===== config.mk =====
export PLATFORM = sky130hd
export DESIGN_NAME = stack_ptr_unit
export DESIGN_NICKNAME = d
export VERILOG_FILES = /design/src/rtl/stkp_pkg.sv /design/src/rtl/stkp_cmd_decode.sv /design/src/rtl/stkp_reg.sv /design/src/rtl/stkp_addr_gen.sv /design/src/rtl/stkp_bus_port.sv /design/src/rtl/stack_ptr_unit.sv
export SDC_FILE = /design/constraint.sdc
export NUM_CORES = 1
export LEC_CHECK = 0
export ABC_AREA = 1
export BUFFER_PORTS_ARGS = -buffer_cell sky130_fd_sc_hd__buf_2
export CORE_ASPECT_RATIO = 0.6
export CORE_MARGIN = 1
export CORE_UTILIZATION = 54
export CTS_CLUSTER_SIZE = 16
export DETAILED_ROUTE_END_ITERATION = 10
export HOLD_SLACK_MARGIN = 0.05
export PLACE_DENSITY_LB_ADDON = 0.08
export SYNTH_ARGS = -nofsm -noshare
export SYNTH_HDL_FRONTEND = slang
export SYNTH_SLANG_ARGS = --single-unit

===== constraint.sdc =====
create_clock -name clk -period 2.95 [get_ports clk]
set_input_delay 0 -clock clk [delete_from_list [all_inputs] [get_ports clk]]
set_output_delay 0 -clock clk [all_outputs]
set_load 0.02 [all_outputs]

===== src/rtl/stkp_pkg.sv =====
package stkp_pkg;
  typedef enum logic [2:0] {
    OP_IDLE,
    OP_PUSH,
    OP_POP,
    OP_CALL,
    OP_RET
  } stk_op_e;
endpackage


===== src/rtl/stkp_cmd_decode.sv =====
module stkp_cmd_decode
  import stkp_pkg::*;
(
  input  logic    push_i,
  input  logic    pop_i,
  input  logic    call_i,
  input  logic    ret_i,
  output stk_op_e op_o
);
  always_comb begin
    if (call_i)      op_o = OP_CALL;
    else if (ret_i)  op_o = OP_RET;
    else if (push_i) op_o = OP_PUSH;
    else if (pop_i)  op_o = OP_POP;
    else             op_o = OP_IDLE;
  end

  // a call strobe always wins over every other strobe
  always_comb begin
    if (call_i) begin
      a_call_wins_r9: assert (op_o == OP_CALL);
    end
  end
endmodule


===== src/rtl/stkp_reg.sv =====
module stkp_reg
  import stkp_pkg::*;
#(
  parameter int unsigned           SP_W    = 12,
  parameter int unsigned           NBYTES  = 2,
  parameter logic [SP_W-1:0]       RST_SP  = 12'h8FF
) (
  input  logic              clk,
  input  logic              rst_n,
  input  stk_op_e           op_i,
  input  logic [NBYTES-1:0] wr_en_i,
  input  logic [7:0]        wdata_i,
  output logic [SP_W-1:0]   sp_o
);
  logic [SP_W-1:0] sp_q, sp_d, wr_sp;

  for (genvar b = 0; b < SP_W; b++) begin : g_bit
    assign wr_sp[b] = wr_en_i[b / 8] ? wdata_i[b % 8] : sp_q[b];
  end

  always_comb begin
    unique case (op_i)
      OP_PUSH: sp_d = sp_q - SP_W'(1);
      OP_POP:  sp_d = sp_q + SP_W'(1);
      OP_CALL: sp_d = sp_q - SP_W'(2);
      OP_RET:  sp_d = sp_q + SP_W'(2);
      default: sp_d = wr_sp;
    endcase
  end

  always_ff @(posedge clk or negedge rst_n) begin
    if (!rst_n) sp_q <= RST_SP;
    else        sp_q <= sp_d;
  end

  assign sp_o = sp_q;

  // idle with no lane write keeps the pointer
  p_hold_r11: assert property (@(posedge clk) disable iff (!rst_n)
    (op_i == OP_IDLE && wr_en_i == '0) |=> $stable(sp_q));
endmodule


===== src/rtl/stkp_addr_gen.sv =====
module stkp_addr_gen
  import stkp_pkg::*;
#(
  parameter int unsigned SP_W = 12
) (
  input  stk_op_e         op_i,
  input  logic [SP_W-1:0] sp_i,
  output logic [SP_W-1:0] byte_addr_o,
  output logic [SP_W-1:0] ra_lo_addr_o,
  output logic [SP_W-1:0] ra_hi_addr_o
);
  logic [SP_W-1:0] sp_up1, sp_up2, sp_dn1;

  assign sp_up1 = sp_i + SP_W'(1);
  assign sp_up2 = sp_i + SP_W'(2);
  assign sp_dn1 = sp_i - SP_W'(1);

  always_comb begin
    byte_addr_o  = (op_i == OP_POP) ? sp_up1 : sp_i;
    ra_lo_addr_o = (op_i == OP_RET) ? sp_up2 : sp_i;
    ra_hi_addr_o = (op_i == OP_RET) ? sp_up1 : sp_dn1;
  end

  // the two return-address bytes sit on adjacent locations
  always_comb begin
    if (op_i == OP_CALL || op_i == OP_RET) begin
      a_ra_adjacent_r3: assert (ra_lo_addr_o == ra_hi_addr_o + SP_W'(1));
    end
  end
endmodule


===== src/rtl/stkp_bus_port.sv =====
module stkp_bus_port
  import stkp_pkg::*;
#(
  parameter int unsigned BUS_AW   = 6,
  parameter int unsigned BASE_OFS = 'h3D,
  parameter int unsigned NBYTES   = 2
) (
  input  logic [BUS_AW-1:0]   bus_addr_i,
  input  logic                bus_we_i,
  input  stk_op_e             op_i,
  input  logic [NBYTES*8-1:0] sp_full_i,
  output logic [NBYTES-1:0]   wr_en_o,
  output logic [7:0]          rdata_o
);
  logic [NBYTES-1:0] hit;
  logic [7:0]        lane_rd [NBYTES];

  for (genvar i = 0; i < NBYTES; i++) begin : g_lane
    assign hit[i]     = (bus_addr_i == BUS_AW'(BASE_OFS + i));
    assign wr_en_o[i] = bus_we_i && hit[i] && (op_i == OP_IDLE);
    assign lane_rd[i] = hit[i] ? sp_full_i[i*8 +: 8] : 8'h00;
  end

  always_comb begin
    rdata_o = 8'h00;
    for (int i = 0; i < NBYTES; i++) rdata_o = rdata_o | lane_rd[i];
  end

  // at most one byte lane answers one offset
  always_comb begin
    a_one_lane_r6: assert ($onehot0(hit));
  end
endmodule


===== src/rtl/stack_ptr_unit.sv =====
module stack_ptr_unit
  import stkp_pkg::*;
#(
  parameter int unsigned       ADDR_W   = 16,
  parameter int unsigned       SP_W     = 12,
  parameter logic [ADDR_W-1:0] RESET_VAL = 16'h08FF,
  parameter int unsigned       BUS_AW   = 6,
  parameter int unsigned       BASE_OFS = 'h3D
) (
  input  logic              clk,
  input  logic              rst_n,
  input  logic              push_i,
  input  logic              pop_i,
  input  logic              call_i,
  input  logic              ret_i,
  input  logic [BUS_AW-1:0] bus_addr_i,
  input  logic              bus_we_i,
  input  logic [7:0]        bus_wdata_i,
  output logic [7:0]        bus_rdata_o,
  output logic [ADDR_W-1:0] sp_o,
  output logic [ADDR_W-1:0] byte_addr_o,
  output logic [ADDR_W-1:0] ra_lo_addr_o,
  output logic [ADDR_W-1:0] ra_hi_addr_o
);
  localparam int unsigned     NBYTES = ADDR_W / 8;
  localparam logic [SP_W-1:0] RST_SP = RESET_VAL[SP_W-1:0];

  stk_op_e           op;
  logic [SP_W-1:0]   sp;
  logic [NBYTES-1:0] wr_en;
  logic [SP_W-1:0]   byte_a, ra_lo_a, ra_hi_a;

  stkp_cmd_decode u_dec (
    .push_i (push_i),
    .pop_i  (pop_i),
    .call_i (call_i),
    .ret_i  (ret_i),
    .op_o   (op)
  );

  stkp_bus_port #(.BUS_AW(BUS_AW), .BASE_OFS(BASE_OFS), .NBYTES(NBYTES)) u_bus (
    .bus_addr_i (bus_addr_i),
    .bus_we_i   (bus_we_i),
    .op_i       (op),
    .sp_full_i  (sp_o),
    .wr_en_o    (wr_en),
    .rdata_o    (bus_rdata_o)
  );

  stkp_reg #(.SP_W(SP_W), .NBYTES(NBYTES), .RST_SP(RST_SP)) u_reg (
    .clk     (clk),
    .rst_n   (rst_n),
    .op_i    (op),
    .wr_en_i (wr_en),
    .wdata_i (bus_wdata_i),
    .sp_o    (sp)
  );

  stkp_addr_gen #(.SP_W(SP_W)) u_addr (
    .op_i         (op),
    .sp_i         (sp),
    .byte_addr_o  (byte_a),
    .ra_lo_addr_o (ra_lo_a),
    .ra_hi_addr_o (ra_hi_a)
  );

  assign sp_o         = ADDR_W'(sp);
  assign byte_addr_o  = ADDR_W'(byte_a);
  assign ra_lo_addr_o = ADDR_W'(ra_lo_a);
  assign ra_hi_addr_o = ADDR_W'(ra_hi_a);


  p_push_step_r1: assert property (@(posedge clk) disable iff (!rst_n)
    (push_i && !call_i && !ret_i) |=> sp_o[SP_W-1:0] == $past(sp_o[SP_W-1:0]) - SP_W'(1));

  p_pop_step_r2: assert property (@(posedge clk) disable iff (!rst_n)
    (pop_i && !push_i && !call_i && !ret_i) |=> sp_o[SP_W-1:0] == $past(sp_o[SP_W-1:0]) + SP_W'(1));

  p_call_step_r3: assert property (@(posedge clk) disable iff (!rst_n)
    call_i |=> sp_o[SP_W-1:0] == $past(sp_o[SP_W-1:0]) - SP_W'(2));

  p_ret_step_r4: assert property (@(posedge clk) disable iff (!rst_n)
    (ret_i && !call_i) |=> sp_o[SP_W-1:0] == $past(sp_o[SP_W-1:0]) + SP_W'(2));

  p_upper_zero_r7: assert property (@(posedge clk) disable iff (!rst_n)
    sp_o[ADDR_W-1:SP_W] == '0);
  // a push addresses the pointer itself
  p_push_addr_r1: assert property (@(posedge clk) disable iff (!rst_n)
    (push_i && !call_i && !ret_i) |-> byte_addr_o == sp_o);
endmodule


-- Word level (Yosys, flattened, before mapping)
Index checks and enable logic that the tools add are counted.
- add/subtract/negate cells: 4
- multipliers: 0
- divide/modulo/power cells: 0
- $lt $le $gt $ge: 0
- equality and inequality tests: 6
- shift-type cells: 0
- multiplexer cells: 22
- bitwise logic cells: 1
- reduce and logical (&&, ||, !) cells: 7
- operators by type and width (operator ; count):
    case mux 12 bit (4 select lines) ; 1
    2-to-1 mux 12 bit ; 3
    adder 12 x 1 -> 12 bit (second input constant) ; 1
    adder 12 x 2 -> 12 bit (second input constant) ; 1
    equality test 6 bit (second input constant) ; 2
    2-to-1 mux 1 bit ; 12
    subtractor 12 x 1 -> 12 bit (second input constant) ; 1
    subtractor 12 x 2 -> 12 bit (second input constant) ; 1
    nonzero test 5 bit ; 2
    2-to-1 mux 3 bit ; 3
    2-to-1 mux 8 bit ; 1
    OR 8 bit ; 1
    equality test 3 x 2 -> 1 bit (second input constant) ; 2
    logical AND 1 bit ; 4
    2-to-1 mux 4 bit ; 1
    equality test 3 x 1 -> 1 bit (second input constant) ; 1
    equality test 3 bit (second input constant) ; 1
    logical NOT 3 bit ; 1
    2-to-1 mux 2 bit ; 1
- register bits: 12
- latch bits: 0
- RAM bits: 0
- memory bits (read-only): 0
- bits of input ports: 21
- output and inout bits: 72
- logic and storage cells: 42
- memories: 0

-- Depth between registers and ports, before layout
- depth after elaboration: 8
- gate-level depth with buffers: 13
- depth with buffers taken out: 12

-- Modules after synthesis
Synthesis repeated with hierarchy kept, for this count alone.
- cell total of the unflattened synthesis: 615
- area, all modules: 3413.3 µm²
- modules (own cells, without submodules) (module ; instances ; cells an instance ; area an instance (µm²) ; seq. area each (µm²)):
    stkp_reg ; 1 ; 335 ; 1971.9 ; 311.5
    stkp_addr_gen ; 1 ; 217 ; 1078.5 ; 0.0
    stkp_bus_port ; 1 ; 38 ; 209.0 ; 0.0
    stack_ptr_unit ; 1 ; 17 ; 123.9 ; 0.0
    stkp_cmd_decode ; 1 ; 8 ; 30.0 ; 0.0

-- Worst setup path after synthesis
Ideal clock, no wire load.
- path kind: reg2out
- from: register u_reg.sp_q[1], in the netlist u_reg.sp_o[1]
- to: output ra_hi_addr_o[9]
- data arrival time: 1.901 ns
- data required time: 2.950 ns
- setup slack: 1.049 ns
- stages on the path, launching flop included: 11
- path through: dfstp_2 > inv_1 > ha_1 > nand2_1 > inv_1 > nand2_1 > nor2_1 > o21ai_0 > xor2_1 > nand2_1 > o21ai_0
- longest elaborated chain between the ends: 2
- RTL lines (element ; line ; RTL):
    start, declared ; stkp_reg.sv:15 ; logic [SP_W-1:0] sp_q, sp_d, wr_sp;
    start signal, assigned ; stkp_reg.sv:33 ; else sp_q <= sp_d;
    subtractor 12 x 1 -> 12 bit / adder 12 x 1 -> 12 bit (equally long branches) ; stkp_addr_gen.sv:16, stkp_addr_gen.sv:14 ;
    2-to-1 mux 12 bit * ; stkp_addr_gen.sv:21 ; ra_hi_addr_o = (op_i == OP_RET) ? sp_up1 : sp_dn1;
    end, declared ; stack_ptr_unit.sv:23 ; output logic [ADDR_W-1:0] ra_hi_addr_o
Every way passes the cells marked *; elsewhere a longest branch is shown, timed or not.

-- Worst setup path in the final report
Same ends and word-level chain as after synthesis.

==> summary.md <==
| Metric | Value |
|---|---|
| Outcome | `finished clean` |
| Cell Area, Synth | `2330 um^2` |
| Top post-synthesis cells by count | `107 x nand2_1, 47 x nor2_1, 41 x o21ai_0` |
| Max reg flops | `12` |
| Synth top area cells | `nand2_1 17%, dfstp_2 10%, o21ai_0 8.8%` |
| Crit. End Element | `output port` |
| First-pass DRT Iterations | `5` |
| Post-DP HPWL | `6030 um` |
| Crit path DAT | `2.38 ns` |
| Cell mode on critical path | `nand2_1` |
| Num CTS Buffers | `3` |
| Die ar. | `4580 um^2` |
| Pwr dens | `899 nW/um^2` |
| Slew Limit Fails | `0` |
| Synth async-reset ratio | `1.00` |
| Die extent in y | `52.9 um` |
| Die W | `86.8 um` |
| Critical path type | `reg2out` |
| Antenna-violating nets left | `0` |
| Yosys top cell area share | `0.173` |
| Largest net degree at the start of global routing | `21` |
| Count of input and output buffers | `76` |
| Syn Area/Cell | `5.86 um^2` |
| Routability cong. | `0.989` |
| Fin Setup TNS | `0 ns` |
| IO Pins | `93` |
| Final period utilization | `0.806` |
| Leakage | `0.00149 uW` |
| Total Wirelength | `7750 um` |
| Drt first-iter violations | `295` |
| Mapped Cells | `397` |
| Min-Delay Path Class | `in2reg` |
| Post-synth EDFFs | `0` |
| Worst Skew | `0.00136 ns` |
| Total of max-cap violations | `0` |
| Worst R2R Start | `u_reg.sp_o[1]$_DFFE_PN1P_` |
| Drt wl/cell | `14.8 um` |
| Grt ovf | `0` |
| Top Family by Delay on Critical Path | `flip-flops` |
| Fmax | `420 MHz` |
| Rows | `18` |
| Post-synth top flop | `dfstp_2` |
| Root buffer cell | `clkbuf_8` |
| Post-CTS Resized | `0` |
| Clock buffer depth | `2` |
| Clk pin slew, worst setup/hold paths | `0.06 ns` |
| # DRC | `0` |
| Relative slew slack | `0.606` |
| Layout cell share with drive strength beyond 1 | `0.254` |
| CP max stage delay | `0.63 ns` |
| CTS tree | `built` |
| Register area share after synthesis | `0.134` |
| Fin nets | `494` |
| Tmin final | `2.38 ns` |
| Worst Setup SP | `u_reg.sp_o[1]$_DFFE_PN1P_` |
| RSZ-0062 raised after global routing | `no` |
| Cell variety after synth | `42` |
| Count of final hold-check violations | `0` |
| Synth area leader | `nand2_1` |
| Hold Path Origin | `bus_wdata_i[6]` |
| Syn. warnings | `0` |
| First-pass GRT wire length | `12000 um` |
| Initial antenna violation count | `0` |
| Cell with the most instances after synthesis | `nand2_1` |
| Vias | `2918` |
| Clock Sinks | `12` |
| Vias in the first global route | `2465` |
| Max VDD drop | `470 uV` |
| Power Total | `2430 uW` |
| Required @ worst endpoint | `2.95 ns` |
| CP max stage cell | `dfstp_2` |
| Ant diodes | `0` |
| Starting Density | `0.565` |
| GRT Util Overall | `0.352` |
| Synthesis-stage register bit count | `12` |
| Clock Latency Late Sink | `0.25 ns` |
| Area Growth Syn to Fin | `16.2%` |
| Measured slew at the worst slew-check pin | `0.589 ns` |
| Vias per cell | `5.56` |
| Critical path cell sequence | `inv_1 > ha_1 > nand2_1 > inv_1 > nand2_1 > nor2_1 > o21ai_0 > xor2_1 > nand2_1 > o21ai_0 > buf_2` |
| Final setup fails | `0` |
| H-Tree Depth | `1` |
| Core ar. | `4120 um^2` |
| Worst-path maximum fanout | `10` |
| Critical path buffer and inverter count | `3` |
| Worst Setup Start Kind | `flop` |
final timing paths:
| check | to | slack, ns | cells after the start |
|---|---|---|---|
| worst max-delay path | ra_hi_addr_o[9] | 0.57 | 11 |
| max in group asynchronous | u_reg.sp_o[6]$_DFFE_PN1P_ | 2.44 | 2 |
| worst max register to register | u_reg.sp_o[5]$_DFFE_PN1P_ | 0.83 | 10 |
| min in group asynchronous | u_reg.sp_o[8]$_DFFE_PN0P_ | 0.21 | 2 |
| worst min register to register | u_reg.sp_o[11]$_DFFE_PN1P_ | 0.56 | 2 |
| worst min-delay path | u_reg.sp_o[6]$_DFFE_PN1P_ | 0.07 | 5 |
worst reg2reg max path, stage by stage, from the launching register on:
cell     delay [ns]
dfstp_2        0.63
inv_1          0.21
ha_1           0.26
nand2_1        0.10
nand2_1        0.15
nor2_1         0.15
xor2_1         0.22
nand2_1        0.09
nand3_1        0.10
nand2_1        0.07
o21ai_2        0.06
cells in the final DEF, fill, tap and decap left out, types with 4 or more instances in the layout:
cell / count
conb_1: 16
inv_2: 5
ha_1: 7
o21ai_0: 41
nor3_1: 4
buf_2: 76
xor2_1: 13
nand3_1: 35
nor2_4: 4
o21bai_1: 6
nor2_1: 47
nand4_1: 5
clkbuf_8: 4
a21oi_1: 8
o22ai_1: 4
dfstp_2: 9
o21ai_1: 4
inv_1: 35
nand2_1: 107
metal layers:
metal | track usage | share of wire
met5 | 0 | 0
met4 | 0.117 | 0.023
met3 | 0.0842 | 0.15
met2 | 0.521 | 0.40
met1 | 0.500 | 0.42
where the power goes:
group / internal [uW] / switching, uW
Sequential: 274 / 215
Combinational: 535 / 1210
Clock: 119 / 79.1
metrics by stage:
step	std cells	setup WS, ns	cell area [um^2]	hold slack [ns]	util
3_3_place_gp	519	0.949	2630	-0.0779	0.638
2_1_floorplan	412	1.05	2380	-0.296	-
4_1_cts	525	0.627	2700	0.0728	0.656
6_report	525	0.571	2700	0.0705	0.656
5_1_grt	525	0.404	2700	0.0865	0.656
3_5_place_dp	519	0.910	2630	-0.0838	0.638
cells by family after synthesis:
logic type      share of synthesized area
fa+ha+maj                          0.0376
xor+xnor                           0.0527
compound gates                      0.165
flops                               0.134
simple gates                        0.438
mux                               0.00430
buf+inv                             0.167
other cells                       0.00161
layout make-up:
cell class                      count  area [um^2]
Multi-Input combinational cell    326         1680
Timing Repair Buffer               80          415
Clock buffer                        4         55.1
Sequential cell                    12          312
Fill cell                         409         1420
Inverter                           43          163
Tap cell                           60         75.1
timing repair:
action / in CTS / in global routing
hold buffers: 2 / 0
buffers inserted: 0 / 0
setup endpoints to repair: 0 / 0
hold endpoints to repair: 13 / 0
No activity file was read; power rests on OpenSTA's default activity.
